--- config.mk ---
export PLATFORM = sky130hd
export DESIGN_NAME = pcm_auto_mute
export DESIGN_NICKNAME = d
export VERILOG_FILES = /design/src/rtl/pcm_amute_pkg.sv /design/src/rtl/amute_run_counter.sv /design/src/rtl/amute_link_ctrl.sv /design/src/rtl/amute_out_stage.sv /design/src/rtl/pcm_auto_mute.sv
export SDC_FILE = /design/constraint.sdc
export NUM_CORES = 1
export LEC_CHECK = 0
export ABC_AREA = 1
export BUFFER_PORTS_ARGS = -buffer_cell sky130_fd_sc_hd__clkbuf_2
export CORE_ASPECT_RATIO = 1.1
export CORE_UTILIZATION = 40
export CTS_BUF_LIST = sky130_fd_sc_hd__clkbuf_16
export DETAILED_ROUTE_END_ITERATION = 12
export PLACE_DENSITY = 0.68
export SETUP_SLACK_MARGIN = 0.2
export SYNTH_ARGS = -nofsm -noshare
export SYNTH_HDL_FRONTEND = slang
export SYNTH_HIERARCHICAL = 1
export SYNTH_SLANG_ARGS = --single-unit
export TNS_END_PERCENT = 100
--- constraint.sdc ---
create_clock -name clk_i -period 2.8 [get_ports clk_i]
set_clock_uncertainty 0.05 [all_clocks]
set_input_delay 0.56 -clock clk_i [delete_from_list [all_inputs] [get_ports clk_i]]
set_output_delay 0.56 -clock clk_i [all_outputs]
set_load 0.1 [all_outputs]
--- src/rtl/pcm_amute_pkg.sv ---
package pcm_amute_pkg;
  typedef enum logic {
    LVL_ZERO = 1'b0,
    LVL_ONES = 1'b1
  } lvl_e;
endpackage

--- src/rtl/amute_run_counter.sv ---
module amute_run_counter
  import pcm_amute_pkg::*;
#(
  parameter int W      = 16,
  parameter int THRESH = 8192
) (
  input  logic         clk_i,
  input  logic         rst_ni,
  input  logic         valid_i,
  input  logic         clr_i,
  input  logic [W-1:0] smp_i,
  output logic         reached_o
);
  localparam int CW = $clog2(THRESH + 1);
  localparam logic [CW-1:0] CNT_MAX = CW'(THRESH);

  logic          is_zero, is_ones, is_static;
  lvl_e          lvl_cur, lvl_q, lvl_d;
  logic [CW-1:0] cnt_q, cnt_d;

  assign is_zero   = (smp_i == '0);
  assign is_ones   = &smp_i;
  assign is_static = is_zero | is_ones;
  assign lvl_cur   = is_ones ? LVL_ONES : LVL_ZERO;

  always_comb begin
    cnt_d = cnt_q;
    lvl_d = lvl_q;
    if (clr_i) begin
      cnt_d = '0;
    end else if (valid_i) begin
      if (is_static) begin
        lvl_d = lvl_cur;
        if (cnt_q != '0 && lvl_cur != lvl_q) cnt_d = CW'(1);
        else if (cnt_q != CNT_MAX)           cnt_d = cnt_q + 1'b1;
      end else begin
        cnt_d = '0;
      end
    end
  end

  always_ff @(posedge clk_i or negedge rst_ni) begin
    if (!rst_ni) begin
      cnt_q <= '0;
      lvl_q <= LVL_ZERO;
    end else begin
      cnt_q <= cnt_d;
      lvl_q <= lvl_d;
    end
  end

  assign reached_o = (cnt_d == CNT_MAX);

  assert_cnt_sat_R10: assert property (@(posedge clk_i) disable iff (!rst_ni)
    cnt_q <= CNT_MAX);

  assert_swap_restart_R3: assert property (@(posedge clk_i) disable iff (!rst_ni)
    (!clr_i && valid_i && is_static && cnt_q != '0 && lvl_cur != lvl_q) |=> cnt_q == CW'(1));

  assert_clr_R6: assert property (@(posedge clk_i) disable iff (!rst_ni)
    clr_i |=> cnt_q == '0);

  assert_idle_hold_R9: assert property (@(posedge clk_i) disable iff (!rst_ni)
    (!valid_i && !clr_i) |=> $stable(cnt_q));
endmodule

--- src/rtl/amute_link_ctrl.sv ---
module amute_link_ctrl #(
  parameter int NCH = 2
) (
  input  logic           link_i,
  input  logic [NCH-1:0] reached_i,
  output logic [NCH-1:0] mute_req_o
);
  logic all_reached;
  assign all_reached = &reached_i;

  always_comb begin
    for (int c = 0; c < NCH; c++)
      mute_req_o[c] = link_i ? all_reached : reached_i[c];
  end

  always_comb begin
    if (link_i)
      assert_link_equal_R5: assert ($countones(mute_req_o) == 0 || $countones(mute_req_o) == NCH);
  end
endmodule

--- src/rtl/amute_out_stage.sv ---
module amute_out_stage #(
  parameter int W = 16
) (
  input  logic         clk_i,
  input  logic         rst_ni,
  input  logic         valid_i,
  input  logic         mute_i,
  input  logic [W-1:0] smp_i,
  output logic [W-1:0] smp_o,
  output logic         mute_o
);
  always_ff @(posedge clk_i or negedge rst_ni) begin
    if (!rst_ni) begin
      smp_o  <= '0;
      mute_o <= 1'b0;
    end else if (valid_i) begin
      smp_o  <= mute_i ? '0 : smp_i;
      mute_o <= mute_i;
    end
  end

  assert_idle_stable_R9: assert property (@(posedge clk_i) disable iff (!rst_ni)
    !valid_i |=> ($stable(smp_o) && $stable(mute_o)));

  assert_mute_zero_R7: assert property (@(posedge clk_i) disable iff (!rst_ni)
    (valid_i && mute_i) |=> (smp_o == '0 && mute_o));
endmodule

--- src/rtl/pcm_auto_mute.sv ---
module pcm_auto_mute #(
  parameter int W      = 16,
  parameter int THRESH = 8192
) (
  input  logic         clk_i,
  input  logic         rst_ni,
  input  logic         valid_i,
  input  logic         amute_off_i,
  input  logic         link_i,
  input  logic [W-1:0] smp_a_i,
  input  logic [W-1:0] smp_b_i,
  output logic         valid_o,
  output logic [W-1:0] smp_a_o,
  output logic [W-1:0] smp_b_o,
  output logic         mute_a_o,
  output logic         mute_b_o
);
  localparam int NCH = 2;

  logic [W-1:0]   smp_in  [NCH];
  logic [W-1:0]   smp_out [NCH];
  logic [NCH-1:0] reached, mute_req, mute_out;

  assign smp_in[0] = smp_a_i;
  assign smp_in[1] = smp_b_i;

  for (genvar c = 0; c < NCH; c++) begin : g_ch
    amute_run_counter #(.W(W), .THRESH(THRESH)) u_cnt (
      .clk_i    (clk_i),
      .rst_ni   (rst_ni),
      .valid_i  (valid_i),
      .clr_i    (amute_off_i),
      .smp_i    (smp_in[c]),
      .reached_o(reached[c])
    );

    amute_out_stage #(.W(W)) u_out (
      .clk_i  (clk_i),
      .rst_ni (rst_ni),
      .valid_i(valid_i),
      .mute_i (mute_req[c]),
      .smp_i  (smp_in[c]),
      .smp_o  (smp_out[c]),
      .mute_o (mute_out[c])
    );
  end

  amute_link_ctrl #(.NCH(NCH)) u_link (
    .link_i    (link_i),
    .reached_i (reached),
    .mute_req_o(mute_req)
  );

  always_ff @(posedge clk_i or negedge rst_ni) begin
    if (!rst_ni) valid_o <= 1'b0;
    else         valid_o <= valid_i;
  end

  assign smp_a_o  = smp_out[0];
  assign smp_b_o  = smp_out[1];
  assign mute_a_o = mute_out[0];
  assign mute_b_o = mute_out[1];

  logic dyn_a, dyn_b;
  assign dyn_a = !(smp_a_i == '0 || &smp_a_i);
  assign dyn_b = !(smp_b_i == '0 || &smp_b_i);

  assert_release_a_R2: assert property (@(posedge clk_i) disable iff (!rst_ni)
    (valid_i && dyn_a) |=> (!mute_a_o && smp_a_o == $past(smp_a_i)));

  assert_release_b_R2: assert property (@(posedge clk_i) disable iff (!rst_ni)
    (valid_i && dyn_b) |=> (!mute_b_o && smp_b_o == $past(smp_b_i)));

  assert_link_release_R5: assert property (@(posedge clk_i) disable iff (!rst_ni)
    (valid_i && link_i && (dyn_a || dyn_b)) |=> (!mute_a_o && !mute_b_o));

  assert_link_pair_R5: assert property (@(posedge clk_i) disable iff (!rst_ni)
    (valid_i && link_i) |=> (mute_a_o == mute_b_o));

  assert_off_no_mute_R6: assert property (@(posedge clk_i) disable iff (!rst_ni)
    (valid_i && amute_off_i) |=> (!mute_a_o && !mute_b_o));

  assert_valid_follow_R9: assert property (@(posedge clk_i) disable iff (!rst_ni)
    valid_i |=> valid_o);

  assert_valid_idle_R9: assert property (@(posedge clk_i) disable iff (!rst_ni)
    !valid_i |=> !valid_o);
endmodule

After elaboration in Yosys (flattened, before gate mapping)
Index checks and enable logic that the tools add are counted.
{"block": "totals", "register_bits": 65, "inputBits": 37, "out_inout_bits": 35, "word_cells": 47}
{"block": "classes", "n_addsub": 2, "eq_ne": 6, "muxes": 16, "bitwise": 3, "n_reduce_logical": 11}
{"operator": "14-bit two-way mux", "n": 10}
{"operator": "16-bit logical NOT", "n": 2}
{"operator": "16-bit two-way mux", "n": 2}
{"operator": "16-bit AND reduction", "n": 2}
{"operator": "14-bit by 1-bit adder with 14-bit output, second input constant", "n": 2}
{"operator": "14-bit equality test, second input constant", "n": 2}
{"operator": "14-bit != test, second input constant", "n": 2}
{"operator": "14-bit nonzero test", "n": 2}
{"operator": "3-bit AND reduction", "n": 2}
{"operator": "1-bit two-way mux", "n": 4}
{"operator": "1-bit logical AND", "n": 2}
{"operator": "1-bit != test", "n": 2}
{"operator": "1-bit OR", "n": 2}
{"operator": "2-bit AND reduction", "n": 1}
{"operator": "1-bit NOT", "n": 1}

Longest topological paths before layout
{"block": "depth", "ltp_word": 12, "depth_mapped": 22, "ltp_nobuf": 21}

Modules after synthesis
The synthesis kept the hierarchy.
{"mod": "amute_out_stage", "n_inst": 2, "cells_each": 74, "area_each_um2": 704.4, "seq_area_each_um2": 425.4}
{"mod": "amute_run_counter (g_ch[1].u_cnt)", "n_inst": 1, "cells_each": 232, "area_each_um2": 1385.1, "seq_area_each_um2": 375.4}
{"mod": "amute_run_counter (g_ch[0].u_cnt)", "n_inst": 1, "cells_each": 226, "area_each_um2": 1382.6, "seq_area_each_um2": 375.4}
{"mod": "pcm_auto_mute", "n_inst": 1, "cells_each": 1, "area_each_um2": 25.0, "seq_area_each_um2": 25.0}
{"mod": "amute_link_ctrl", "n_inst": 1, "cells_each": 6, "area_each_um2": 23.8, "seq_area_each_um2": 0.0}

Worst setup path before layout
Ideal clock, no wire load.
{"block": "synth_path", "path_kind": "input-to-reg", "from": "input port smp_a_i[0]", "to": "register g_ch[1].u_out.smp_o[10]", "setup_ns": 0.120, "arrival_time_ns": 2.138, "setup_slack_ns": 0.492, "cell_stages": 19, "cell_sequence": "nand2_1 > nor2_1 > nand2_1 > o21bai_1 > nand3_2 > buf_6 > nand3_1 > nand2_1 > nand2_1 > nand2_1 > nor2_1 > nand2_1 > nor2_2 > nand3_1 > nand2_1 > inv_2 > buf_4 > nand3_1 > nand2_1"}
{"block": "synth_between", "elab_chain_cells": 12}
{"item": "start: declaration", "line_no": "pcm_auto_mute.sv:10", "text": "input logic [W-1:0] smp_a_i,"}
{"item": "16-bit AND reduction", "line_no": "amute_run_counter.sv:22", "text": "assign is_ones = &smp_i;"}
{"item": "1-bit two-way mux", "line_no": "amute_run_counter.sv:24", "text": "assign lvl_cur = is_ones ? LVL_ONES : LVL_ZERO;"}
{"item": "1-bit != test", "line_no": "amute_run_counter.sv:34", "text": "if (cnt_q != '0 && lvl_cur != lvl_q) cnt_d = CW'(1);"}
{"item": "1-bit logical AND", "line_no": "amute_run_counter.sv:34"}
{"item": "14-bit two-way mux", "line_no": "amute_run_counter.sv:34"}
{"item": "14-bit two-way mux *", "line_no": "amute_run_counter.sv:32", "text": "if (is_static) begin"}
{"item": "14-bit two-way mux *", "line_no": "amute_run_counter.sv:31", "text": "end else if (valid_i) begin"}
{"item": "14-bit two-way mux *", "line_no": "amute_run_counter.sv:29", "text": "if (clr_i) begin"}
{"item": "14-bit equality test *", "line_no": "amute_run_counter.sv:52", "text": "assign reached_o = (cnt_d == CNT_MAX);"}
{"item": "via reached[0]", "line_no": "pcm_auto_mute.sv:22", "text": "logic [NCH-1:0] reached, mute_req, mute_out;"}
{"item": "2-bit AND reduction *", "line_no": "amute_link_ctrl.sv:9", "text": "assign all_reached = &reached_i;"}
{"item": "1-bit two-way mux *", "line_no": "amute_link_ctrl.sv:13", "text": "mute_req_o[c] = link_i ? all_reached : reached_i[c];"}
{"item": "via mute_req[1]", "line_no": "pcm_auto_mute.sv:22"}
{"item": "16-bit two-way mux *", "line_no": "amute_out_stage.sv:17", "text": "smp_o <= mute_i ? '0 : smp_i;"}
{"item": "end signal: assignment", "line_no": "amute_out_stage.sv:17"}
{"item": "end: declaration", "line_no": "amute_out_stage.sv:9", "text": "output logic [W-1:0] smp_o,"}
Mark *: on every way through the listed nets, which the timed path passes. The rest lies on a longest branch.
A chain may end at the register's enable or synchronous reset.

Worst setup path in the final report
{"block": "layout_path", "from": "register g_ch[0].u_cnt.cnt_q[0]", "to": "register g_ch[1].u_out.smp_o[6]"}
{"block": "layout_between", "elab_chain_cells": 10}
{"item": "start: declaration", "line_no": "amute_run_counter.sv:19", "text": "logic [CW-1:0] cnt_q, cnt_d;"}
{"item": "start signal: assignment", "line_no": "amute_run_counter.sv:47", "text": "cnt_q <= cnt_d;"}
{"item": "14-bit by 1-bit adder with 14-bit output (tied with other cells)", "line_no": "amute_run_counter.sv:35", "text": "else if (cnt_q != CNT_MAX) cnt_d = cnt_q + 1'b1;"}
{"item": "14-bit two-way mux or 1-bit logical AND (tied branches)", "line_no": "amute_run_counter.sv:35, amute_run_counter.sv:34"}
{"item": "14-bit two-way mux", "line_no": "amute_run_counter.sv:34"}
{"item": "14-bit two-way mux", "line_no": "amute_run_counter.sv:32"}
{"item": "14-bit two-way mux *", "line_no": "amute_run_counter.sv:31"}
{"item": "14-bit two-way mux *", "line_no": "amute_run_counter.sv:29"}
{"item": "14-bit equality test *", "line_no": "amute_run_counter.sv:52"}
{"item": "via reached[0]", "line_no": "pcm_auto_mute.sv:22"}
{"item": "2-bit AND reduction *", "line_no": "amute_link_ctrl.sv:9"}
{"item": "1-bit two-way mux *", "line_no": "amute_link_ctrl.sv:13"}
{"item": "via mute_req[1]", "line_no": "pcm_auto_mute.sv:22"}
{"item": "16-bit two-way mux *", "line_no": "amute_out_stage.sv:17"}
Marks and branches as above.

==> results by group <==
STA
  • Final Hold Vio Count: 0
  • Worst-Margin Slew: 567 ps
  • Slew headroom: 62.2%
  • Fin. max-slew vios: 0
  • Setup ws final: 307 ps
  • Setup TNS Final: 0 ps
  • RSZ-0062 raised after global routing: no
  • Tmin final: 2490 ps
  • Fin crit share: around nine tenths
  • Hold WS: 162 ps
  • Fmax: between 400 and 500 MHz
  • Final setup violation count: 0

Floorplanning
  • Cell Rows: 38
  • # IOs: 72
  • Die X: 100 um
  • Initial core utilization: 41.9%
  • Core ar.: between 10000 and 15000 um2
  • Die H: around 110 um
  • DIE AREA: 11000 um2

Min path
  • Hold crit path type: in -> async

Routing
  • Met3 wire length: 547 um
  • Final WL: 10600 um
  • Met2 Wirelength: 5200 um
  • Remaining DRCs: 0
  • Vias per cell: 4.86
  • Initial DRC count: 284
  • Routed Antenna Nets: 0
  • Total number of vias: between 4000 and 5000
  • Wire length on met1: 4650 um
  • Drt wl/cell: between 10 and 15 um
  • Pre-Repair DR Iteration Count: 5
  • DR top layer: met4

Logic synthesis
  • Sequential element share of the synthesized area: 38.5%
  • Xor-xnor portion of the synthesized cell area: 3.73%
  • Area fraction of the dominant cell type after synthesis: 38.5%
  • Simple-gate area share of the yosys netlist: 43.3%
  • Netlist cell types: 34
  • Most frequent cells after synthesis: nand2_1, nor2_1, nand3_1, dfrtp_1, inv_1
  • Synth Net Count: 654
  • Synth area leader: dfrtp_1
  • Post-synthesis compound-gate area fraction: 3.08%
  • Main combinational cell family by area after synthesis: simple AND/OR/NAND/NOR gates
  • Syn. warnings: 6
  • Synth top area cells: dfrtp_1, nand2_1, nor2_1
  • Area of the mapped netlist: 4230 um2
  • Adder-Cell Fraction of Synth Area: 1.18%
  • EDFF count, synth: 0
  • Synth Instances: 613
  • Most common cell in the netlist: nand2_1
  • FF+latch count, synth: 65
  • FFs w/ async S/R, synth: 100%
  • Most used flip-flop cell after synthesis: dfrtp_1
  • Avg Cell Area, Syn: between 6 and 7 um2
  • Mux cell area share after synthesis: 0%

Clock tree
  • TritonCTS buffer count: 9
  • Post-cts hold buffer count: 0
  • CTS tree: done
  • CTS max path bufs: 2
  • H-tree levels: 3
  • Sink Count: 65
  • Root buf cell: clkbuf_16
  • Worst-path clk slew: 60 ps
  • Worst-skew pair later-pin latency: 330 ps

Run status
  • Status: complete, no violations

Flow run
  • Max cap viols: 0

Worst setup path
  • CP Launch Type: register
  • Reg2reg start: g_ch[0].u_cnt/cnt_q[0]
  • Worst EP arrival: 2670 ps
  • CP endpoint kind: register
  • Worst EP required: 2970 ps
  • R2R cell count: 19
  • Crit Path Max Fanout: 16
  • RR Endpoint: g_ch[1].u_out/smp_o[6]
  • Kind of critical path: reg -> reg
  • Reg2reg setup slack: 310 ps

Cells and area
  • Layout cells sized above 1: 24.7%
  • P&R area growth vs syn: 25.0%
  • Fillers: 1010
  • Nets: 741
  • ANT cells: 0

Pwr
  • Pwr/cell area: 564 nW/um2
  • Final Power: 2.98 mW
  • Sw power: 1.05 mW
  • Pint: just under 2 mW
  • Worst vdd ir: 381 uV
  • Reg power frac: approximately 36%
  • Gate power share: 23.7%
  • Switching share of power: 35.1%
  • Clock network power share: 40.7%
  • Static leakage: 2.87 nW

Global routing
  • Initial antenna violation count: 0
  • First-pass GRT wire length: ~17000 um
  • Number of global-route vias before repair: about 3800
  • Largest net degree at the start of global routing: 47
  • GRT Overall Usage: 20.0%
  • Total grt overflow: 0

Place
  • Dpl hpwl: 7180 um
  • Worst slack at placement: -153 ps
  • Port buffer count: 71
  • Final Wtd Congestion: 0.859
==> logic make-up (layout without fill, tap and decap cells) <==
kind of cell | Yosys count | after routing
XOR/XNOR | 18 | 18
buffers and inverters | 88 | 180
adder cells (fa/ha/maj) | 4 | 4
flip-flops | 65 | 65
AO/OA/AOI/OAI | 19 | 19
AND/OR/NAND/NOR | 419 | 419
==> state kept, by name (all words and copies together) (netlist names) <==
signal,cells
g_ch.u_cnt/cnt_q,28
g_ch.u_cnt/lvl_q,2
g_ch.u_out/mute_o,2
g_ch.u_out/smp_o,32
valid_o,1
==> cells in the final DEF (no fill, tap or decap), types with 6 or more instances in the layout <==
master	n
nand4_1	6
dfrtp_1	62
o21ai_0	6
xor2_1	15
clkbuf_2	69
clkbuf_16	9
nor2_2	7
inv_1	57
nand3_1	66
nor2_4	7
buf_4	23
inv_2	6
nor2_1	94
nand2_1	205
nand2_2	11
==> through the flow <==
| stage | utilization, % | area, um2 | instances |
|---|---|---|---|
| after floorplan | - | 4230 | 613 |
| after global routing | 52.4 | 5280 | 845 |
| final | 52.4 | 5280 | 845 |
| after detailed placement | 46.5 | 4690 | 814 |
| after CTS | 49.9 | 5030 | 832 |
| after global placement | 46.5 | 4690 | 814 |
==> power groups by stage <==
| stage | logic [mW] | registers (mW) | clock network [mW] |
|---|---|---|---|
| 2_1_floorplan | 0.214 | 1.38 | 0 |
| 3_3_place_gp | 0.677 | 1.07 | 0 |
| 3_5_place_dp | 0.685 | 1.07 | 0 |
| 4_1_cts | 0.687 | 1.06 | 1.24 |
| 5_1_grt | 0.759 | 1.07 | 1.27 |
| 6_report | 0.707 | 1.06 | 1.21 |
==> routing by layer <==
metal  track usage (%)  vias up
met4              7.66        0
met1              25.7     1914
met3              4.32       15
met2              33.2      109
met5                 0        -
li1                  -     2069
==> critical path, cell delays in order (launching register included) <==
cell	delay [ps]
dfrtp_2	440
inv_2	80
ha_1	170
nand2_2	80
nor2_4	130
nand3_2	100
nand3_4	150
nand2_1	100
nand2_1	80
nand2_1	50
nand2_1	80
nand2_1	70
nor2_2	120
nand2_2	90
nor2_4	150
nand3_4	120
nand2_4	110
inv_6	60
nand3_1	80
nand2_1	60
==> repair_timing <==
| item | 4_1_cts | 5_1_grt |
|---|---|---|
| endpoints found under the setup margin | 32 | 34 |
| gates resized for setup | 2 | 37 |
| buffers inserted | 2 | 13 |
| pin swaps | 1 | 15 |
==> final cells by class <==
type | instances | area [um2] | share of cell area [%]
Clock buffer | 9 | 225 | 4.26
Timing Repair Buffer | 97 | 586 | 11.1
Tap cell | 140 | 175 | 3.32
Inverter | 67 | 277 | 5.23
Multi-Input combinational cell | 460 | 2290 | 43.4
Sequential cell | 65 | 1630 | 30.9
Clock inverter | 7 | 95.1 | 1.80
==> worst max-delay path by stage <==
stage / startpoint / endpoint / slack, ps / cells after the start
finish: g_ch[0].u_cnt/cnt_q[0] / g_ch[1].u_out/smp_o[6] / 310 / 19
global route: g_ch[0].u_cnt/cnt_q[0] / g_ch[1].u_out/smp_o[4] / 150 / 19
CTS: g_ch[1].u_cnt/cnt_q[0] / g_ch[0].u_out/smp_o[14] / 210 / 19
detailed placement: smp_a_i[7] / g_ch[0].u_out/smp_o[3] / -150 / 15
global placement: smp_a_i[3] / g_ch[0].u_out/smp_o[1] / -100 / 15
floorplan: smp_a_i[0] / g_ch[1].u_out/smp_o[10] / 490 / 19
Note: power is estimated with default switching activity, not from simulation.
